--- src/rtl/rinsn_decoder.sv ---
module rinsn_decoder (
  input  logic        clk,
  input  logic        rst,
  input  logic        dsp_mode,
  input  logic        in_valid,
  output logic        in_ready,
  input  logic [15:0] in_word,
  input  logic [31:0] in_addr,
  output logic        out_valid,
  input  logic        out_ready,
  output logic [6:0]  out_class,
  output logic [4:0]  out_ra,
  output logic [4:0]  out_rb,
  output logic [31:0] out_imm,
  output logic [4:0]  out_cond,
  output logic [31:0] out_target
);

  localparam logic [6:0] C_ADDQ    = 7'd2,  C_ADDQT  = 7'd3,  C_SUBQ  = 7'd6,  C_SUBQT = 7'd7;
  localparam logic [6:0] C_BTST    = 7'd13, C_BSET   = 7'd14, C_BCLR  = 7'd15;
  localparam logic [6:0] C_SHLQ    = 7'd24, C_SHRQ   = 7'd25, C_SHARQ = 7'd27, C_RORQ  = 7'd29;
  localparam logic [6:0] C_MOVEQ   = 7'd35, C_MOVEI  = 7'd38, C_JUMP  = 7'd52, C_JR    = 7'd53;
  localparam logic [6:0] C_UNPACK  = 7'd64, C_SUBQMD = 7'd65, C_SAT16S = 7'd66;
  localparam logic [6:0] C_SAT32S  = 7'd67, C_MIRROR = 7'd68, C_ADDQMD = 7'd69;

  typedef enum logic [1:0] {S_OP, S_LO, S_HI} gather_t;
  gather_t st;

  wire [5:0] op = in_word[15:10];
  wire [4:0] f1 = in_word[9:5];
  wire [4:0] f2 = in_word[4:0];

  logic [6:0]  d_class;
  logic [31:0] d_imm, d_tgt;
  logic [4:0]  d_cond;

  always_comb begin
    d_class = {1'b0, op};
    if (dsp_mode) begin
      case (op)
        6'd32:   d_class = C_SUBQMD;
        6'd33:   d_class = C_SAT16S;
        6'd42:   d_class = C_SAT32S;
        6'd48:   d_class = C_MIRROR;
        6'd63:   d_class = C_ADDQMD;
        default: ;
      endcase
    end else if (op == 6'd63 && in_word[5]) begin
      d_class = C_UNPACK;
    end
    d_imm  = '0;
    d_cond = '0;
    d_tgt  = '0;
    case (d_class)
      C_ADDQ, C_ADDQT, C_SUBQ, C_SUBQT, C_SHLQ, C_SHRQ, C_SHARQ, C_RORQ, C_SUBQMD, C_ADDQMD:
        d_imm = (f1 == 5'd0) ? 32'd32 : {27'd0, f1};
      C_BTST, C_BSET, C_BCLR, C_MOVEQ:
        d_imm = {27'd0, f1};
      C_JUMP:
        d_cond = f2;
      C_JR: begin
        d_cond = f2;
        d_tgt  = in_addr + 32'd2 + {{27{f1[4]}}, f1};
      end
      default: ;
    endcase
  end

  assign in_ready = (st != S_OP) || !out_valid || out_ready;
  wire take = in_valid && in_ready;

  always_ff @(posedge clk) begin
    if (rst) begin
      st        <= S_OP;
      out_valid <= 1'b0;
    end else begin
      if (out_valid && out_ready) out_valid <= 1'b0;
      if (take) begin
        case (st)
          S_OP: begin
            out_class  <= d_class;
            out_ra     <= f1;
            out_rb     <= f2;
            out_imm    <= d_imm;
            out_cond   <= d_cond;
            out_target <= d_tgt;
            if (d_class == C_MOVEI) st <= S_LO;
            else out_valid <= 1'b1;
          end
          S_LO: begin
            out_imm[15:0] <= in_word;
            st <= S_HI;
          end
          S_HI: begin
            out_imm[31:16] <= in_word;
            out_valid <= 1'b1;
            st <= S_OP;
          end
          default: st <= S_OP;
        endcase
      end
    end
  end


  hold_stable_chk: assert property (@(posedge clk) disable iff (rst)
    out_valid && !out_ready |=> out_valid && $stable(out_class) && $stable(out_imm)
                                && $stable(out_target) && $stable(out_cond));


  gather_quiet_chk: assert property (@(posedge clk) disable iff (rst)
    (st != S_OP) |-> !out_valid);


  quick_range_chk: assert property (@(posedge clk) disable iff (rst)
    out_valid && (out_class == C_ADDQ || out_class == C_SHARQ || out_class == C_RORQ)
      |-> out_imm != 32'd0 && out_imm <= 32'd32);


  movei_done_chk: assert property (@(posedge clk) disable iff (rst)
    $rose(out_valid) && out_class == C_MOVEI |-> $past(st) == S_HI);


  reset_clear_chk: assert property (@(posedge clk)
    rst |=> !out_valid && st == S_OP);

endmodule

--- config.mk ---
export PLATFORM = sky130hd
export DESIGN_NAME = rinsn_decoder
export DESIGN_NICKNAME = d
export VERILOG_FILES = /design/src/rtl/rinsn_decoder.sv
export SDC_FILE = /design/constraint.sdc
export NUM_CORES = 1
export LEC_CHECK = 0
export ABC_AREA = 1
export BUFFER_PORTS_ARGS = -buffer_cell sky130_fd_sc_hd__buf_2
export CAP_MARGIN = 20
export CORE_ASPECT_RATIO = 1.25
export CORE_UTILIZATION = 54
export DETAILED_ROUTE_END_ITERATION = 12
export PLACE_DENSITY = 0.79
export SLEW_MARGIN = 20
export SYNTH_ARGS = -nofsm -noshare
export SYNTH_HDL_FRONTEND = slang
export SYNTH_SLANG_ARGS = --single-unit
export TNS_END_PERCENT = 1
--- constraint.sdc ---
create_clock -name clk -period 3.83 [get_ports clk]
set_clock_uncertainty 0.05 [all_clocks]
set_input_delay 0.766 -clock clk [delete_from_list [all_inputs] [get_ports clk]]
set_output_delay 0.766 -clock clk [all_outputs]
set_load 0.02 [all_outputs]
# Yosys cells after proc, flatten, opt, wreduce, memory -nomap -nowiden
# Cells that the tools add are included.
word_totals:
  reg_bits: 89
  input_bits: 53
  elab_cells: 68
  output_inout_bits: 88
op_classes:
  addsub: 2
  n_mux: 13
  bitwise: 1
  eq_ne: 25
  n_reduce_logical: 18
ops:
  columns: ["cell", "n"]
  rows:
  - ["16-bit case mux with 2 select lines", 2]
  - ["7-bit case mux with 5 select lines", 1]
  - ["32-bit by 2-bit adder with 32-bit output, second input constant", 1]
  - ["32-bit adder", 1]
  - ["6-bit == test, second input constant", 5]
  - ["7-bit by 5-bit == test with 1-bit output, second input constant", 4]
  - ["7-bit by 6-bit == test with 1-bit output, second input constant", 4]
  - ["7-bit by 4-bit == test with 1-bit output, second input constant", 3]
  - ["7-bit by 2-bit == test with 1-bit output, second input constant", 2]
  - ["7-bit by 3-bit == test with 1-bit output, second input constant", 2]
  - ["7-bit == test, second input constant", 2]
  - ["7-bit two-way mux", 2]
  - ["6-bit case mux with 2 select lines", 1]
  - ["10-bit OR reduction", 1]
  - ["3-bit AND reduction", 3]
  - ["6-bit two-way mux", 1]
  - ["2-bit nonzero test", 3]
  - ["5-bit zero test", 1]
  - ["2-bit case mux with 2 select lines", 1]
  - ["4-bit OR reduction", 1]
  - ["1-bit logical AND", 3]
  - ["1-bit two-way mux", 3]
  - ["2-bit by 1-bit == test with 1-bit output, second input constant", 1]
  - ["2-bit == test, second input constant", 1]
  - ["9 further kinds", 10]

# Depth between registers and ports, before layout
# Gate-level depths: netlist of the first run.
logic_depth:
  ltp_word: 8
  depth_mapped: 17
  mapped_depth_nobuf: 17

# Least setup slack after synthesis of the first run
# Ideal clock, no wire load.
synth_path:
  path_kind: "input-to-reg"
  startpoint: "input in_word[6]"
  endpoint: "register out_target[29] (data pin)"
  slack_ps: 754
  setup_time_ps: 259
  required_time_ps: 3521
  cell_stages: 15
  t_arrival_ps: 2767
  n_path_buf: 0
  cell_sequence: "inv_1 > ha_1 > inv_1 > ha_1 > inv_1 > fa_1 > inv_1 > nand2_1 > a21oi_1 > a21oi_1 > o21ai_1 > a21o_1 > nand3_1 > nand3_1 > a21oi_1"
synth_via:
  elab_chain_len: 1
synth_rtl:
  columns: ["item", "line", "text"]
  rows:
  - ["from (decl)", "7", "input logic [15:0] in_word,"]
  - ["32-bit adder", "63", "d_tgt = in_addr + 32'd2 + {{27{f1[4]}}, f1};"]
  - ["to (signal assigned)", "86", "out_target <= d_tgt;"]
  - ["to (decl)", "16", "output logic [31:0] out_target"]
# Every way passes these cells.
# A chain may end at the register's enable or synchronous reset.

# Worst setup path in the final report of the first run
layout_path:
  startpoint: "input in_word[9]"
  endpoint: "register out_target[27] (data pin)"
# Same word-level chain as after synthesis.

==> out/qor.yml, run 1 <==
clock_tree:
  clkLatencyLatePin_ns: 0.34
  clk_pin_slew_ns: 0.06
  cts-root-buf: "clkbuf_16"
  cts_resized: 0
  cts_tree: "yes"
  post_cts_buffers: 0
  clkSinkCount: 89
  clk_path_buf_depth: 2
  cts_buffers: 9
  cts.htree.levels: 3
  holdBufCountCts: 0
setup_path:
  critPathLaunchType: "input port"
  worstPathArrival_ns: 3.36
  cp_max_fo: 21
  end_kind: "flip-flop"
  path_class: "input port to flip-flop"
  worstPathRequired_ns: 3.95
sta:
  relSlewSlack: 0.437
  min_period_ns: 3.24
  hold_viol_final: 0
  fmax_ghz: 0.309
  tightestPinTransition_ns: 0.842
  slew_viol_final: 0
  fin_crit_sh: 0.845
  fin_tns_setup_ns: 0
  setup_viol: 0
  rsz0062_at_grt: "no"
power_and_ir_drop:
  vdd_drop_max_uv: 180
  power_frac_comb: 0.240
  leakage_nw: 3.14
  power.internal_mw: 1.83
  sw_frac_of_total: 0.302
  power.share.sequential: 0.430
  netSwitchingPower_mw: 0.789
  p_per_area_nw_per_um2: 384
  clkPwrFrac: 0.330
floorplanning:
  die_height_um: 117
  die_w_um: 93.6
  pin_count: 141
  die-area_um2: 10900
  start_util: 0.558
  std_cell_rows: 41
  core_um2: 10200
place:
  place_hpwl_um: 10900
  place_area_um2: 6530
  dp_cells: 892
  port_buffers: 140
  gp_congestion: 0.933
finish:
  antenna_cells: 0
  fin_area_um2: 6810
  area_delta_synth_final_pct: 20.2
  stdcell_count: 907
  drive_gt1_frac: 0.235
  fillerInstances: 823
  final_util: 0.671
  final_nets: 889
detailed_routing:
  firstDrtPassIters: 5
  vias: 5076
  post-route-drc-count: 0
  wl_per_cell_um: 15.6
  routed_wl_um: 14200
  via_per_inst: 5.60
  drt_iter0_markers: 250
  drtAntennaViolNets: 0
yosys:
  yosys.cell_types.count: 41
  synth_top_area_share: 0.456
  syn_avg_cell_area_um2: 9.07
  ys.flop_type: "edfxtp_1"
  synthArstFlopShare: 0
  synth_edf_count: 86
  synth_seq_cells: 89
  synth_nets: 740
  synthesis.area_um2: 5670
  yosysWarnings: 0
  netlist_instances: 625
  synth-seq-area-share: 0.466
  synthTopCellsByArea: "edfxtp_1, ha_1, nand2_1"
  yosys.area.top_type: "edfxtp_1"
run_status:
  outcome: "finished clean"
global_route:
  first_global_vias: 4790
  grt_max_degree: 55
  grt_pass1_wl_um: 22000
  grt_overflow_total: 0
  grt_use_total: 0.262
  antenna_found_initial: 0
hold_path:
  hp-class: "flip-flop to flip-flop"
job:
  max_cap_violations: 0
==> path summary, 6_finish.rpt <==
check / startpoint / endpoint / slack [ns] / cells past startpoint
min reg2reg: out_valid / out_valid / 0.44 / 2
max: in_word[9] / out_target[27] / 0.59 / 10
max reg2reg: st[1] / out_imm[19] / 1.67 / 7
min: out_valid / out_valid / 0.44 / 2
==> layout make-up <==
class                   instances  area [um^2]  share of cell area
inverters                      71          267              0.0391
multi-input cells             459         2730               0.400
well taps                     129          161              0.0237
clock buffers                  10          229              0.0336
repair buffers                144          731               0.107
clock inverters                 5         56.3             0.00826
flip-flops and latches         89         2640               0.388
==> cells in the final DEF, fill, tap and decap left out, types with 3 or more instances in the layout <==
cell         n
a31oi_1      5
inv_2        4
nand3_2      3
xor2_1       8
nand2_1    109
o21ai_0     15
nor3b_2      3
inv_1       67
nor3_1       6
dfxtp_1      3
xnor2_1      3
a21oi_1     49
o21ai_1      3
o21bai_1     5
nand4_1      7
nor2_2       4
nand2_2      4
a21o_1      10
or2_2        4
buf_4        4
nor2_1     105
edfxtp_1    86
buf_2      140
o21a_1       3
ha_1        61
clkbuf_16    9
nand3_1     33
==> Yosys cell counts (2+ instances only) <==
library cell,number
a21boi_0,2
a21o_1,10
a21oi_1,49
a31oi_1,5
buf_2,2
clkbuf_1,3
dfxtp_1,3
edfxtp_1,86
ha_1,61
inv_1,68
inv_2,3
nand2_1,109
nand2_2,4
nand3_1,33
nand3_2,3
nand3b_1,2
nand4_1,7
nor2_1,105
nor2_2,4
nor3_1,6
nor3b_2,3
nor4_1,2
o2111ai_1,2
o21a_1,3
o21ai_0,15
o21ai_1,3
o21bai_1,5
o221ai_1,2
or2_2,4
xnor2_1,3
xor2_1,8
==> sequential cells by signal (all words and copies together), names as in the netlist <==
register / flops
out_class: 7
out_cond: 5
out_target: 32
out_rb: 5
out_valid: 1
out_imm: 32
out_ra: 5
st: 2
==> routing by layer <==
metal,vias to the layer above,routed length (um),global-route usage
li1,2444,-,-
met1,2344,5470,0.294
met2,246,7230,0.489
met3,42,990,0.0319
met4,0,463,0.133
met5,-,0,0
==> power groups by stage <==
stage / logic, mW / registers, mW / clock network [mW]
2_1_floorplan: 0.370 / 1.20 / 0
6_report: 0.628 / 1.13 / 0.863
3_3_place_gp: 0.603 / 1.14 / 0
3_5_place_dp: 0.616 / 1.15 / 0
5_1_grt: 0.701 / 1.13 / 0.889
4_1_cts: 0.622 / 1.13 / 0.866
==> cell families (layout without fill, tap and decap cells) <==
group,Yosys count,after routing,share of synthesized area
AOI/OAI and AO/OA,99,99,0.101
xor gates and xnor gates,11,11,0.0170
adders and majority gates,62,62,0.138
buffers and inverters,77,230,0.0527
DFF,89,89,0.466
and+or+nand+nor,287,287,0.225
==> critical path: stages <==
cell	delay, ns
buf_2	0.36
ha_1	0.31
ha_1	0.39
nand2_1	0.15
nor4_2	0.50
nand3_1	0.15
nand3_1	0.20
a21oi_1	0.10
or2_2	0.28
a21oi_1	0.13
==> metrics by stage <==
| step | power [mW] | hold slack (ns) | worst slack, ns |
|---|---|---|---|
| after floorplan | 1.57 | 0.428 | 0.754 |
| after global placement | 1.75 | 0.438 | 0.334 |
| after detailed placement | 1.76 | 0.434 | 0.279 |
| after CTS | 2.61 | 0.446 | 0.610 |
| after global routing | 2.72 | 0.465 | 0.352 |
| final | 2.62 | 0.445 | 0.593 |
Power figures use the tool's default switching activity.
==> run 2, diff against run 1 <==
Clock period 3.83 ns to 3 ns, I/O delays scaled along.
==> run 2 against run 1 <==
Against the previous run: clock-buffer cell count grew 1; first-iteration DRC count grew 23%; hold slack lost 0.020 ns; critical path depth grew 7; flip-flop and latch count is the same; largest cell class unchanged.
==> out/qor.yml, run 2 (same netlist as run 1, synthesis figures left out) <==
setup_path:
  path_class: "input port to flip-flop"
  worst_r2r_endpoint: "out_target[1]"
  cp-startpoint: "in_word[6]"
  end_kind: "flip-flop"
  r2r_slack_ns: 1.03  # -0.64 ns
  reg2reg_from: "st[1]"
  cp_max_fo: 4  # -81%
  crit_slowest_cell: "fa_1"
  worstRegToRegCells: 7  # unchanged
  worstPathRequired_ns: 3.14  # -0.81 ns
  critPathLaunchType: "input port"
  cp_common_cell: "inv_1"
  worstPathArrival_ns: 2.96  # -0.40 ns
  crit_chain: "buf_2, inv_1, ha_1, inv_1, ha_1, inv_1, fa_1, inv_1, nand2_1, a21oi_1, a21oi_2, inv_1, nand3_1, nand3_1, a21oi_1, or2_2, a21oi_1"
  max_stage_delay_ns: 0.35  # -0.15 ns
place:
  place_area_um2: 7010  # +7.4%
  port_buffers: 140  # unchanged
  place_hpwl_um: 11600  # +6.7%
  gp_congestion: 0.968  # +3.7%
  dpl_worst_slack_ns: -0.211  # -0.490 ns
finish:
  final_nets: 952  # +7.1%
  top_regs: "out_imm x32, out_target x32, out_class x7"
  antenna_cells: 0  # unchanged
  drive_gt1_frac: 0.297  # +0.0617
  fillerInstances: 784  # -4.7%
  mostFrequentLayoutCells: "buf_2, nand2_1, nor2_1"
  fin_area_um2: 7320  # +7.4%
  final_common_cell: "buf_2"
  area_delta_synth_final_pct: 29.1
hold_path:
  worstHoldStart: "rst"
  hp-class: "input port to flip-flop"
  min_path_cells: 2  # unchanged
  whs_endpoint: "st[0]"
sta:
  min_period_ns: 2.82
  finalWorstSetupSlack_ns: 0.180  # -0.413 ns
  fmax_ghz: 0.355
  fin_crit_sh: 0.940
  slew_viol_final: 0  # unchanged
  whs_ns: 0.425  # -0.0199 ns
  setup_viol: 0  # unchanged
  rsz0062_at_grt: "no"
  tightestPinTransition_ns: 0.609  # -0.233 ns
  hold_viol_final: 0  # unchanged
  relSlewSlack: 0.593  # +0.156
floorplanning:
  pin_count: 141  # unchanged
  die_w_um: 93.6  # unchanged
  die-area_um2: 10900  # unchanged
  die_height_um: 117  # unchanged
  start_util: 0.558  # unchanged
  core_um2: 10200  # unchanged
  std_cell_rows: 41  # unchanged
clock_tree:
  cts-root-buf: "clkbuf_16"
  cts_buffers: 9  # unchanged
  cts_tree: "yes"
  clk_path_buf_depth: 2  # unchanged
  cts.htree.levels: 3  # unchanged
  clkLatencyLatePin_ns: 0.33  # about the same
  clk_pin_slew_ns: 0.06  # about the same
  clkSinkCount: 89  # unchanged
detailed_routing:
  drt_iter0_markers: 308  # +23%
  firstDrtPassIters: 5  # unchanged
  post-route-drc-count: 0  # unchanged
  via_per_inst: 5.46  # -2.5%
  drtAntennaViolNets: 0  # unchanged
  routed_wl_um: 14500  # +2.5%
  wl_per_cell_um: 14.9  # -4.2%
  vias: 5298  # +4.4%
global_route:
  grt_overflow_total: 0  # unchanged
  grt_pass1_wl_um: 22900  # +4.1%
  first_global_vias: 4987  # +4.1%
  grt_max_degree: 34  # -38%
  antenna_found_initial: 0  # unchanged
  grt_use_total: 0.274  # +0.0113
power_and_ir_drop:
  vdd_drop_max_uv: 351  # +94%
  p_per_area_nw_per_um2: 475  # +24%
  leakage_nw: 3.45  # +9.8%
job:
  max_cap_violations: 0  # unchanged
run_status:
  outcome: "finished clean"
-- run 2: changes by cell type in the layout (fill, tap and decap cells not counted), sizes merged --
cell	previous run	this run
buf	144	206
clkbuf	10	12
clkinvlp	0	1
inv	72	71
-- run 2: repair_timing --
item / CTS / global route
hold buffers: 0 / 0
buffers inserted: 0 / 0
setup endpoints to repair: 0 / 9
resized for setup: 0 / 4
hold endpoints to repair: 0 / 0
-- run 2: critical path: cells and delay by family --
family	cells	cell delay (ns)
buf+inv	6	0.45
compound gates	4	0.57
simple gates	4	0.52
fa+ha+maj	3	0.81
-- run 2: layout make-up --
type	count	area [um^2]	share of cell area
Clock inverter	5	56.3	0.00769
Sequential cell	89	2640	0.361
Multi-Input combinational cell	459	2740	0.374
Clock buffer	11	233	0.0318
Inverter	71	267	0.0364
Tap cell	129	161	0.0221
Timing Repair Buffer	207	1220	0.167
-- run 2: routing by layer --
layer  vias up  GRT usage  wire length (um)
met4         0      0.124               428
li1       2578          -                 -
met3        38     0.0339              1020
met5         -          0                 0
met2       242      0.514              7530
met1      2440      0.309              5530
-- run 2: per-stage QoR --
stage               total power [mW]  setup TNS (ns)   util  cells
floorplan                       2.01               0      -    625
global placement                2.37           -1.26  0.691    955
detailed placement              2.39           -2.47  0.691    955
CTS                             3.48               0  0.719    971
global route                    3.64               0  0.720    971
finish                          3.48               0  0.720    971
-- run 2: worst max-delay path by stage --
| stage | slack [ns] | endpoint | cells past startpoint |
|---|---|---|---|
| 5_1_grt | 0.02 | out_target[19] | 17 |
| 3_5_place_dp | -0.21 | out_target[21] | 16 |
| 3_3_place_gp | -0.13 | out_target[25] | 16 |
| 6_report | 0.18 | out_target[27] | 17 |
| 4_1_cts | 0.11 | out_target[21] | 16 |
| 2_1_floorplan | 0.09 | out_target[29] | 15 |
-- run 2: report_power, final --
group / internal, mW / leakage [nW] / switching, mW / total [mW]
clock: 0.644 / 0.139 / 0.450 / 1.09
combinational: 0.388 / 2.50 / 0.562 / 0.950
sequential: 1.42 / 0.810 / 0.0153 / 1.44
total: 2.45 / 3.45 / 1.03 / 3.48
